## src/rtl/conv3x3_pkg.sv

```systemverilog
package conv3x3_pkg;
  localparam int KDIM       = 3;
  localparam int TAPS       = KDIM * KDIM;
  localparam int PIX_W      = 8;
  localparam int WT_W       = 8;
  localparam int OUT_W      = 8;
  localparam int SHIFT      = 8;
  localparam int PROD_W     = PIX_W + WT_W;
  localparam int ACC_W      = PROD_W + $clog2(TAPS);
  localparam int MAC_STAGES = 2;
  localparam int IDX_W      = $clog2(TAPS);

  localparam logic signed [ACC_W-1:0] ACC_OUT_MAX = ACC_W'((1 << OUT_W) - 1);

  typedef enum logic [1:0] {
    ST_IDLE,
    ST_LOAD,
    ST_STREAM,
    ST_DRAIN
  } eng_state_t;

  // Unsigned pixel times signed coefficient; the pixel gets a zero top bit.
  function automatic logic signed [PROD_W-1:0] tap_mul(
    input logic [PIX_W-1:0]        pix,
    input logic signed [WT_W-1:0]  coef
  );
    logic signed [PIX_W:0] pz;
    pz = signed'({1'b0, pix});
    return PROD_W'(pz) * PROD_W'(coef);
  endfunction

  // Rectify, scale down, saturate.
  function automatic logic [OUT_W-1:0] requant(
    input logic signed [ACC_W-1:0] acc
  );
    logic signed [ACC_W-1:0] sh;
    if (acc <= 0) return '0;
    sh = acc >>> SHIFT;
    if (sh > ACC_OUT_MAX) return {OUT_W{1'b1}};
    return sh[OUT_W-1:0];
  endfunction
endpackage

```

## src/rtl/conv3x3_kload.sv

```systemverilog
module conv3x3_kload
  import conv3x3_pkg::*;
#(
  parameter int ADDR_W  = 10,
  parameter int WT_BASE = 0,
  parameter int MEM_LAT = 2
) (
  input  logic                        clk,
  input  logic                        rst_n,
  input  logic                        go,
  output logic                        rd_en,
  output logic [ADDR_W-1:0]           rd_addr,
  input  logic [WT_W-1:0]             rd_data,
  output logic [TAPS-1:0][WT_W-1:0]   coefs,
  output logic                        loaded
);
  logic             issuing;
  logic [IDX_W-1:0] icnt;
  logic             pipe_v [MEM_LAT];
  logic [IDX_W-1:0] pipe_i [MEM_LAT];

  assign rd_en   = issuing;
  assign rd_addr = ADDR_W'(WT_BASE) + ADDR_W'(icnt);
  // last coefficient arrives this cycle
  assign loaded  = pipe_v[MEM_LAT-1] && (pipe_i[MEM_LAT-1] == IDX_W'(TAPS - 1));

  always_ff @(posedge clk or negedge rst_n) begin
    if (!rst_n) begin
      issuing <= 1'b0;
      icnt    <= '0;
      for (int k = 0; k < MEM_LAT; k++) begin
        pipe_v[k] <= 1'b0;
        pipe_i[k] <= '0;
      end
      for (int t = 0; t < TAPS; t++) coefs[t] <= '0;
    end else begin
      if (go) begin
        issuing <= 1'b1;
        icnt    <= '0;
      end else if (issuing) begin
        if (icnt == IDX_W'(TAPS - 1)) issuing <= 1'b0;
        icnt <= icnt + 1'b1;
      end
      pipe_v[0] <= issuing;
      pipe_i[0] <= icnt;
      for (int k = 1; k < MEM_LAT; k++) begin
        pipe_v[k] <= pipe_v[k-1];
        pipe_i[k] <= pipe_i[k-1];
      end
      if (pipe_v[MEM_LAT-1]) coefs[pipe_i[MEM_LAT-1]] <= rd_data;
    end
  end
endmodule

```

## src/rtl/conv3x3_window.sv

```systemverilog
module conv3x3_window
  import conv3x3_pkg::*;
#(
  parameter int IMG_W = 28,
  parameter int IMG_H = 28
) (
  input  logic                        clk,
  input  logic                        rst_n,
  input  logic                        clear,
  input  logic                        accept,
  input  logic [PIX_W-1:0]            pix,
  output logic [TAPS-1:0][PIX_W-1:0]  taps,
  output logic                        win_vld,
  output logic                        at_last
);
  localparam int COL_W = $clog2(IMG_W);
  localparam int ROW_W = $clog2(IMG_H);
  localparam int NLB   = KDIM - 1;

  logic [COL_W-1:0] col;
  logic [ROW_W-1:0] row;
  logic [PIX_W-1:0] lb_rd  [NLB];
  logic [PIX_W-1:0] col_in [KDIM];
  logic [PIX_W-1:0] win    [KDIM][KDIM];
  logic             corner_ok;
  logic             col_wrap;

  genvar j;
  for (j = 0; j < NLB; j++) begin : g_lb
    logic [PIX_W-1:0] mem [IMG_W];
    logic [PIX_W-1:0] wr_val;
    if (j == 0) begin : g_head
      assign wr_val = pix;
    end else begin : g_tail
      assign wr_val = lb_rd[j-1];
    end
    assign lb_rd[j] = mem[col];
    always_ff @(posedge clk) begin
      if (accept) mem[col] <= wr_val;
    end
  end

  genvar r, c;
  for (r = 0; r < KDIM; r++) begin : g_colin
    if (r == KDIM - 1) begin : g_new
      assign col_in[r] = pix;
    end else begin : g_old
      assign col_in[r] = lb_rd[KDIM-2-r];
    end
    for (c = 0; c < KDIM; c++) begin : g_tap
      assign taps[r*KDIM+c] = win[r][c];
    end
  end

  assign corner_ok = (row >= ROW_W'(KDIM - 1)) && (col >= COL_W'(KDIM - 1));
  assign col_wrap  = (col == COL_W'(IMG_W - 1));
  assign at_last   = accept && col_wrap && (row == ROW_W'(IMG_H - 1));

  always_ff @(posedge clk or negedge rst_n) begin
    if (!rst_n) begin
      col     <= '0;
      row     <= '0;
      win_vld <= 1'b0;
      for (int a = 0; a < KDIM; a++)
        for (int b = 0; b < KDIM; b++) win[a][b] <= '0;
    end else if (clear) begin
      col     <= '0;
      row     <= '0;
      win_vld <= 1'b0;
      for (int a = 0; a < KDIM; a++)
        for (int b = 0; b < KDIM; b++) win[a][b] <= '0;
    end else begin
      win_vld <= accept && corner_ok;
      if (accept) begin
        for (int a = 0; a < KDIM; a++) begin
          for (int b = 0; b < KDIM - 1; b++) win[a][b] <= win[a][b+1];
          win[a][KDIM-1] <= col_in[a];
        end
        if (col_wrap) begin
          col <= '0;
          row <= row + 1'b1;
        end else begin
          col <= col + 1'b1;
        end
      end
    end
  end
endmodule

```

## src/rtl/conv3x3_mac.sv

```systemverilog
module conv3x3_mac
  import conv3x3_pkg::*;
(
  input  logic                        clk,
  input  logic                        rst_n,
  input  logic                        in_vld,
  input  logic [TAPS-1:0][PIX_W-1:0]  taps,
  input  logic [TAPS-1:0][WT_W-1:0]   coefs,
  output logic                        out_vld,
  output logic [OUT_W-1:0]            out_data
);
  logic signed [PROD_W-1:0] prod_q [TAPS];
  logic                     prod_vld;
  logic signed [ACC_W-1:0]  acc;

  always_ff @(posedge clk or negedge rst_n) begin
    if (!rst_n) begin
      prod_vld <= 1'b0;
      for (int t = 0; t < TAPS; t++) prod_q[t] <= '0;
    end else begin
      prod_vld <= in_vld;
      for (int t = 0; t < TAPS; t++) prod_q[t] <= tap_mul(taps[t], coefs[t]);
    end
  end

  always_comb begin
    acc = '0;
    for (int t = 0; t < TAPS; t++) acc = acc + ACC_W'(prod_q[t]);
  end

  always_ff @(posedge clk or negedge rst_n) begin
    if (!rst_n) begin
      out_vld  <= 1'b0;
      out_data <= '0;
    end else begin
      out_vld  <= prod_vld;
      out_data <= requant(acc);
    end
  end
endmodule

```

## src/rtl/conv3x3_stream.sv

```systemverilog
module conv3x3_stream
  import conv3x3_pkg::*;
#(
  parameter int IMG_W   = 28,
  parameter int IMG_H   = 28,
  parameter int ADDR_W  = 10,
  parameter int WT_BASE = 0,
  parameter int MEM_LAT = 2
) (
  input  logic              clk,
  input  logic              rst_n,
  input  logic              start,
  output logic              wmem_rd,
  output logic [ADDR_W-1:0] wmem_addr,
  input  logic [WT_W-1:0]   wmem_data,
  output logic              ready,
  input  logic              pix_valid,
  input  logic [PIX_W-1:0]  pix_data,
  output logic              out_valid,
  output logic [OUT_W-1:0]  out_data,
  output logic              done
);
  localparam int DRAIN_CYC = MAC_STAGES + 1;
  localparam int DCNT_W    = $clog2(DRAIN_CYC + 1);

  eng_state_t               state;
  logic [DCNT_W-1:0]        dcnt;
  logic                     go;
  logic                     accept;
  logic                     last_accept;
  logic                     load_done;
  logic                     win_vld;
  logic [TAPS-1:0][WT_W-1:0]  coefs;
  logic [TAPS-1:0][PIX_W-1:0] taps;

  assign go     = start && (state == ST_IDLE);
  assign accept = pix_valid && (state == ST_STREAM);
  assign ready  = (state == ST_STREAM);

  conv3x3_kload #(
    .ADDR_W (ADDR_W),
    .WT_BASE(WT_BASE),
    .MEM_LAT(MEM_LAT)
  ) u_kload (
    .clk    (clk),
    .rst_n  (rst_n),
    .go     (go),
    .rd_en  (wmem_rd),
    .rd_addr(wmem_addr),
    .rd_data(wmem_data),
    .coefs  (coefs),
    .loaded (load_done)
  );

  conv3x3_window #(
    .IMG_W(IMG_W),
    .IMG_H(IMG_H)
  ) u_window (
    .clk    (clk),
    .rst_n  (rst_n),
    .clear  (go),
    .accept (accept),
    .pix    (pix_data),
    .taps   (taps),
    .win_vld(win_vld),
    .at_last(last_accept)
  );

  conv3x3_mac u_mac (
    .clk     (clk),
    .rst_n   (rst_n),
    .in_vld  (win_vld),
    .taps    (taps),
    .coefs   (coefs),
    .out_vld (out_valid),
    .out_data(out_data)
  );

  always_ff @(posedge clk or negedge rst_n) begin
    if (!rst_n) begin
      state <= ST_IDLE;
      dcnt  <= '0;
      done  <= 1'b0;
    end else begin
      done <= 1'b0;
      unique case (state)
        ST_IDLE: if (go) state <= ST_LOAD;
        ST_LOAD: if (load_done) state <= ST_STREAM;
        ST_STREAM: begin
          if (last_accept) begin
            state <= ST_DRAIN;
            dcnt  <= '0;
          end
        end
        ST_DRAIN: begin
          if (dcnt == DCNT_W'(DRAIN_CYC - 1)) begin
            state <= ST_IDLE;
            done  <= 1'b1;
          end else begin
            dcnt <= dcnt + 1'b1;
          end
        end
        default: state <= ST_IDLE;
      endcase
    end
  end
endmodule

```

## config.mk

```make
export PLATFORM = sky130hd
export DESIGN_NAME = conv3x3_stream
export DESIGN_NICKNAME = d
export VERILOG_FILES = /design/src/rtl/conv3x3_pkg.sv /design/src/rtl/conv3x3_kload.sv /design/src/rtl/conv3x3_window.sv /design/src/rtl/conv3x3_mac.sv /design/src/rtl/conv3x3_stream.sv
export SDC_FILE = /design/constraint.sdc
export NUM_CORES = 2
export LEC_CHECK = 0
export BUFFER_PORTS_ARGS = -buffer_cell sky130_fd_sc_hd__buf_2
export CAP_MARGIN = 30
export CORE_MARGIN = 2
export CORE_UTILIZATION = 55
export DETAILED_ROUTE_END_ITERATION = 12
export HOLD_SLACK_MARGIN = 0.12
export PLACE_DENSITY = 0.8
export SLEW_MARGIN = 15
export SYNTH_ARGS = -nofsm -noshare
export SYNTH_HDL_FRONTEND = slang
export SYNTH_SLANG_ARGS = --single-unit
export TNS_END_PERCENT = 100
```

## constraint.sdc

```tcl
create_clock -name clk -period 8.63 [get_ports clk]
set_input_delay 1.726 -clock clk [delete_from_list [all_inputs] [get_ports clk]]
set_output_delay 1.726 -clock clk [all_outputs]
set_load 0.01 [all_outputs]
```

Word level (Yosys, flattened, before mapping). Memories as Yosys holds them, arrays and structs flattened. Index checks and enable logic that the tools add are counted.

$lt $le $gt $ge: 6. Bitwise gates (word level): 0. Multiply operators: 9. Add/subtract/negate cells: 12. Div/mod/pow operators: 0. Multiplexer cells: 36. Equality and inequality tests: 13. Shifts and indexed selects: 0. Reduce and logical (&&, ||, !) cells: 16.

Operators with widths (count): multiplier 9 x 8 -> 16 bit (9); two-way mux 72 bit (2); adder 20 x 16 -> 20 bit (6); bitwise mux 72 bit (1); two-way mux 8 bit (5); demux 8 bit (select 4 bit) (1); two-way mux 5 bit (6); less-or-equal comparator 20 x 1 -> 1 bit (second input constant) (1); adder 17 x 16 -> 18 bit (1); adder 16 x 16 -> 17 bit (1); greater-than comparator 12 x 9 -> 1 bit (second input constant) (1); two-way mux 2 bit (6); two-way mux 1 bit (11); adder 5 x 1 -> 5 bit (second input constant) (2); equality test 5 bit (second input constant) (2); greater-or-equal comparator 5 x 2 -> 1 bit (second input constant) (2); equality test 4 bit (second input constant) (2); logical AND 1 bit (8); two-way mux 4 bit (2); != test 2 bit (second input constant) (4); case mux 2 bit (4 select lines) (1); nonzero test 2 bit (4); equality test 2 bit (second input constant) (3); less-than comparator 4 x 5 -> 1 bit (second input constant) (1); other kinds (10) (10).

Word-level logic and storage cells: 136. Memories kept: 2. Memory bits (read-only): 0. RAM bits: 448. Input bits: 20. Output and inout port bits: 22. Bits in registers: 329. Bits in latches: 0.

Memory list: u_window.g_lb[0].mem (words 28, width 8, rd ports 1, clocked after memory_dff 0, write ports 1, line conv3x3_window.sv:30) `logic [PIX_W-1:0] mem [IMG_W];`; u_window.g_lb[1].mem (words 28, width 8, rd ports 1, clocked after memory_dff 0, write ports 1, line conv3x3_window.sv:30).

Logic depth before layout (Yosys ltp).
Depth in word-level cells: 13. Depth in mapped cells: 30. Depth with buffers taken out: 29.

Cells and area by module. Synthesis repeated with hierarchy kept, for this count alone.

Cells, all modules: 4153. Area total of the unflattened synthesis: 51070.2 um^2.

By module, submodules not included: conv3x3_mac (cells each 2727, times used 1, area each 26407.8 um^2, seq. area each 3853.7 um^2); conv3x3_window (cells each 1194, times used 1, area each 21008.9 um^2, seq. area each 15529.9 um^2); conv3x3_kload (cells each 200, times used 1, area each 3288.2 um^2, seq. area each 2177.1 um^2); conv3x3_stream (cells each 32, times used 1, area each 365.4 um^2, seq. area each 125.1 um^2).

Worst setup path before layout. No wires, ideal clock.

Path type: reg-to-reg. From: register u_mac.prod_q[104] (netlist bit). To: register u_mac.out_data[6]. Slack: 2.100 ns. Arrival: 6.386 ns. Required time: 8.486 ns. Stages on the path, launching flop included: 27. Period minus slack after synthesis: 6.530 ns. Path buffers: 1. Library setup time: 0.144 ns. Cell sequence: dfrtp_1 -> inv_1 -> fa_1 -> inv_1 -> ha_1 -> and3_1 -> and3_1 -> a211o_1 -> a41oi_1 -> a21boi_1 -> or4_1 -> nand4_1 -> fa_1 -> inv_1 -> fa_1 -> fa_1 -> fa_1 -> inv_1 -> ha_1 -> clkbuf_1 -> o2111ai_1 -> nor2_1 -> nand3_1 -> a31oi_1 -> xor2_1 -> nor4_2 -> a21oi_1.

Longest elaborated chain between the ends: 12. Elaborated cells on any way between the ends: 15. Those cells by class: add/sub (7); order compare (2); mux (6).

Ends and longest elaborated chain: from (decl) (line conv3x3_mac.sv:12) `logic signed [PROD_W-1:0] prod_q [TAPS];`; adder 17 x 16 -> 18 bit (*) (line conv3x3_mac.sv:28) `for (int t = 0; t < TAPS; t++) acc = acc + ACC_W'(prod_q[t]);`; adder 20 x 16 -> 20 bit (*) (6 in series) (line conv3x3_mac.sv:28); greater-than comparator 12 x 9 -> 1 bit (line conv3x3_pkg.sv:39) `if (sh > ACC_OUT_MAX) return {OUT_W{1'b1}};`; two-way mux 1 bit (line conv3x3_pkg.sv:39); two-way mux 1 bit (line conv3x3_pkg.sv:38) `sh = acc >>> SHIFT;`; two-way mux 8 bit (line conv3x3_pkg.sv:40) `return sh[OUT_W-1:0];`; two-way mux 8 bit (*) (line conv3x3_pkg.sv:38); to (signal assigned) (line conv3x3_mac.sv:37) `out_data <= requant(acc);`; to (decl) (line conv3x3_mac.sv:10) `output logic [OUT_W-1:0] out_data`.

Mark *: on every way between the ends. The rest lies on a longest branch, timed or not. The select of a mux whose other input is x is not followed. A chain may end at the register's enable or synchronous reset.

Worst setup path after layout.
From: register u_mac.prod_q[104] (netlist bit). To: register u_mac.out_data[3].

Same word-level chain as after synthesis.

==> results.py <==
metrics = {
    "timing": {
        "clock_skew_ps": 53.8,
        "hold_viol": 0,
        "rsz0062_at_grt": "false",
        "drv_slew": 0,
        "timing.final.crit_period_ps": 7040,
        "finalSetupTns_ps": 0,
        "slew_headroom": 0.337,
        "fmax_ghz": 0.142,
        "fin_ws_ps": 1590,
        "tightest_slew_ps": 988,
        "setup_viol": 0,
        "fin_crit_sh": 0.815,
    },
    "setup_path": {
        "worstPathArrival_ps": 7530,
        "critPathLaunchType": "register",
        "cp_top_family": "adder cells",
        "worstPathMaxFanout": 8,
        "cp_common_cell": "fa_1",
        "end_kind": "register",
        "critPathSlowestCell": "nor4_2",
        "critPathRequiredTime_ps": 9130,
        "critical_path.max_stage_delay_ps": 580,
        "worst-path-buf-inv": 4,
        "critPathKind": "reg -> reg",
    },
    "flow_run": {
        "max_cap_viol_count": 0,
    },
    "grt": {
        "grt_pass1_vias": 33185,
        "grt_max_degree": 96,
        "gr-total-overflow": 0,
        "track_usage": 0.252,
        "antenna_found_initial": 2,
        "grt_pass1_wl_mm": 185,
    },
    "synthesis": {
        "yosysTopAreaCell": "edfxtp_1",
        "synth-seq-area-share": 0.421,
        "syn_area_sq_mm": 0.0514,
        "syn_inst": 4271,
        "ys.flop_type": "edfxtp_1",
        "async_flop_share": 0.423,
        "synth_area_leaders": "edfxtp_1 (26%), fa_1 (17%), dfrtp_1 (16%), ha_1 (10%), mux4_2 (4.9%)",
        "yosys.area.top_type_share": 0.261,
        "synth_seq_cells": 777,
        "postSynthAreaPerCell_sq_um": 12.0,
        "synthDistinctLibCells": 75,
        "yosysWarnings": 0,
        "synth_edf_count": 448,
    },
    "floorplanning": {
        "die_h_um": 310,
        "dieWidth_um": 310,
        "start_util": 0.553,
        "die-area_sq_mm": 0.0960,
        "core_area_sq_mm": 0.0930,
        "ios": 42,
        "row_count": 112,
    },
    "clock_tree": {
        "cts_buffers": 79,
        "clock_latency_ps": 680,
        "cts.path.max_buffers": 3,
        "cts_setup_buffers": 0,
        "clkTransAtPathRegs_ps": 60,
        "postCtsHoldBufs": 0,
        "htree_levels": 3,
        "root_buffer": "clkbuf_16",
        "cts_sinks": 777,
        "cts_tree": "yes",
        "cts_resized": 0,
    },
    "detailed_routing": {
        "drt_pass1_iterations": 8,
        "wirelength_mm": 118,
        "wl_met3_mm": 8.57,
        "vias": 32046,
        "wire_per_inst_um": 21.0,
        "top_layer_used": "met4",
        "drt_iter0_drc": 2786,
        "ant_nets": 0,
        "viasPerCell": 5.72,
        "wl_met2_mm": 58.3,
        "drc": 0,
        "wl_met1_mm": 46.6,
    },
    "run_status": {
        "status": "completed",
    },
    "final_layout": {
        "fin_area_sq_mm": 0.0559,
        "n_fill_cell": 7025,
        "multi_input_area_sq_mm": 0.0268,
        "regArea_sq_mm": 0.0217,
        "drive_above_1_share": 0.0982,
        "final_nets": 5159,
        "syn2layout_area_growth_pct": 8.74,
    },
    "placed_design": {
        "post-dp-hpwl_mm": 81.3,
        "pre_cts_ws_ps": 1620,
        "portBuffers": 35,
        "placed_area_sq_mm": 0.0530,
        "gp_congestion": 0.893,
    },
    "min_path": {
        "hold_class": "reg -> reg",
    },
}
-- area by class of cell --
class	count	area share
Clock buffer	92	0.0369
Antenna cell	2	0.0000895
Inverter	645	0.0433
Tap cell	1254	0.0280
Timing Repair Buffer	88	0.0129
Multi-Input combinational cell	2699	0.478
Sequential cell	777	0.388
Clock inverter	48	0.0125
-- synth_stat cells, types with 47 or more instances --
cell type and instances:
inv_1 644, edfxtp_1 448, fa_1 438, nand2_1 428
ha_1 411, dfrtp_1 329, and2_1 313, nor2_1 163
a21oi_1 135, clkbuf_1 118, mux4_2 113, xnor2_1 108
mux2_2 68, nand2b_1 65, o21ai_0 47
-- flip-flops by register name, summed over array words and instances, names as in the netlist, 4 cells and up --
signal,cells
u_mac.out_data,8
u_mac.prod_q,144
u_window.taps,72
u_window.g_lb.mem,448
u_kload.coefs,72
u_kload.icnt,4
u_window.row,5
u_kload.pipe_i,8
u_window.col,5
-- worst register-to-register path: cells and delay by family (launching register included) --
| family | cells | cell delay, ps |
|---|---|---|
| AND/OR/NAND/NOR | 7 | 1810 |
| buffers and inverters | 4 | 240 |
| XOR/XNOR | 1 | 100 |
| AO/OA/AOI/OAI | 6 | 1270 |
| flip-flops | 1 | 330 |
| adder cells (fa/ha/maj) | 7 | 3160 |
-- final timing paths --
kind | start | to | slack, ps | cells after the start
setup / recovery | u_mac.prod_q[104] | u_mac.out_data[3] | 1590 | 25
setup reg to reg | u_mac.prod_q[104] | u_mac.out_data[3] | 1590 | 25
max in group asynchronous | rst_n | u_mac.prod_q[19] | 6210 | 3
hold / removal | u_kload.pipe_i[4] | u_kload.pipe_i[0] | 350 | 0
min in group asynchronous | rst_n | u_kload.coefs[31] | 1010 | 1
hold reg to reg | u_kload.pipe_i[4] | u_kload.pipe_i[0] | 350 | 0
-- layout by cell type (no fill, tap or decap), drive strengths merged, types with 11 or more instances in the layout --
master / n
o21a: 11
mux4: 113
a31oi: 17
buf: 88
a21boi: 11
mux2: 72
nor2: 163
edfxtp: 448
nor3: 32
clkinv: 27
a21o: 25
and2: 313
ha: 411
o21ai: 78
clkbuf: 92
nand2b: 65
a211oi: 12
nor2b: 24
or3: 13
a21oi: 135
inv: 652
xor2: 22
bufinv: 12
nand3: 19
mux2i: 25
dfrtp: 329
fa: 438
nand2: 428
xnor2: 108
-- metal layers --
layer / vias to the layer above / GRT usage
li1: 14216 / -
met1: 16344 / 0.328
met2: 1248 / 0.427
met3: 238 / 0.0398
met4: 0 / 0.101
met5: - / 0
-- stage by stage --
stage	cells	hold slack, ps	util
after floorplan	4276	331	-
after global placement	5445	332	0.569
after detailed placement	5453	335	0.570
after CTS	5593	346	0.600
after global routing	5603	353	0.601
final	5605	347	0.601
-- cell families (layout without fill, tap and decap cells) --
logic type | Yosys count | after routing | share of synthesized area
mux | 210 | 210 | 0.0701
compound gates | 391 | 391 | 0.0491
buf+inv | 800 | 873 | 0.0603
xor+xnor | 130 | 130 | 0.0221
other cells | 1 | 8 | 0.0000729
simple gates | 1113 | 1113 | 0.106
fa+ha+maj | 849 | 849 | 0.270
flops | 777 | 777 | 0.421
Power is not shown: default switching activity piles up to over one toggle a cycle in this logic, so the estimate is an artifact.
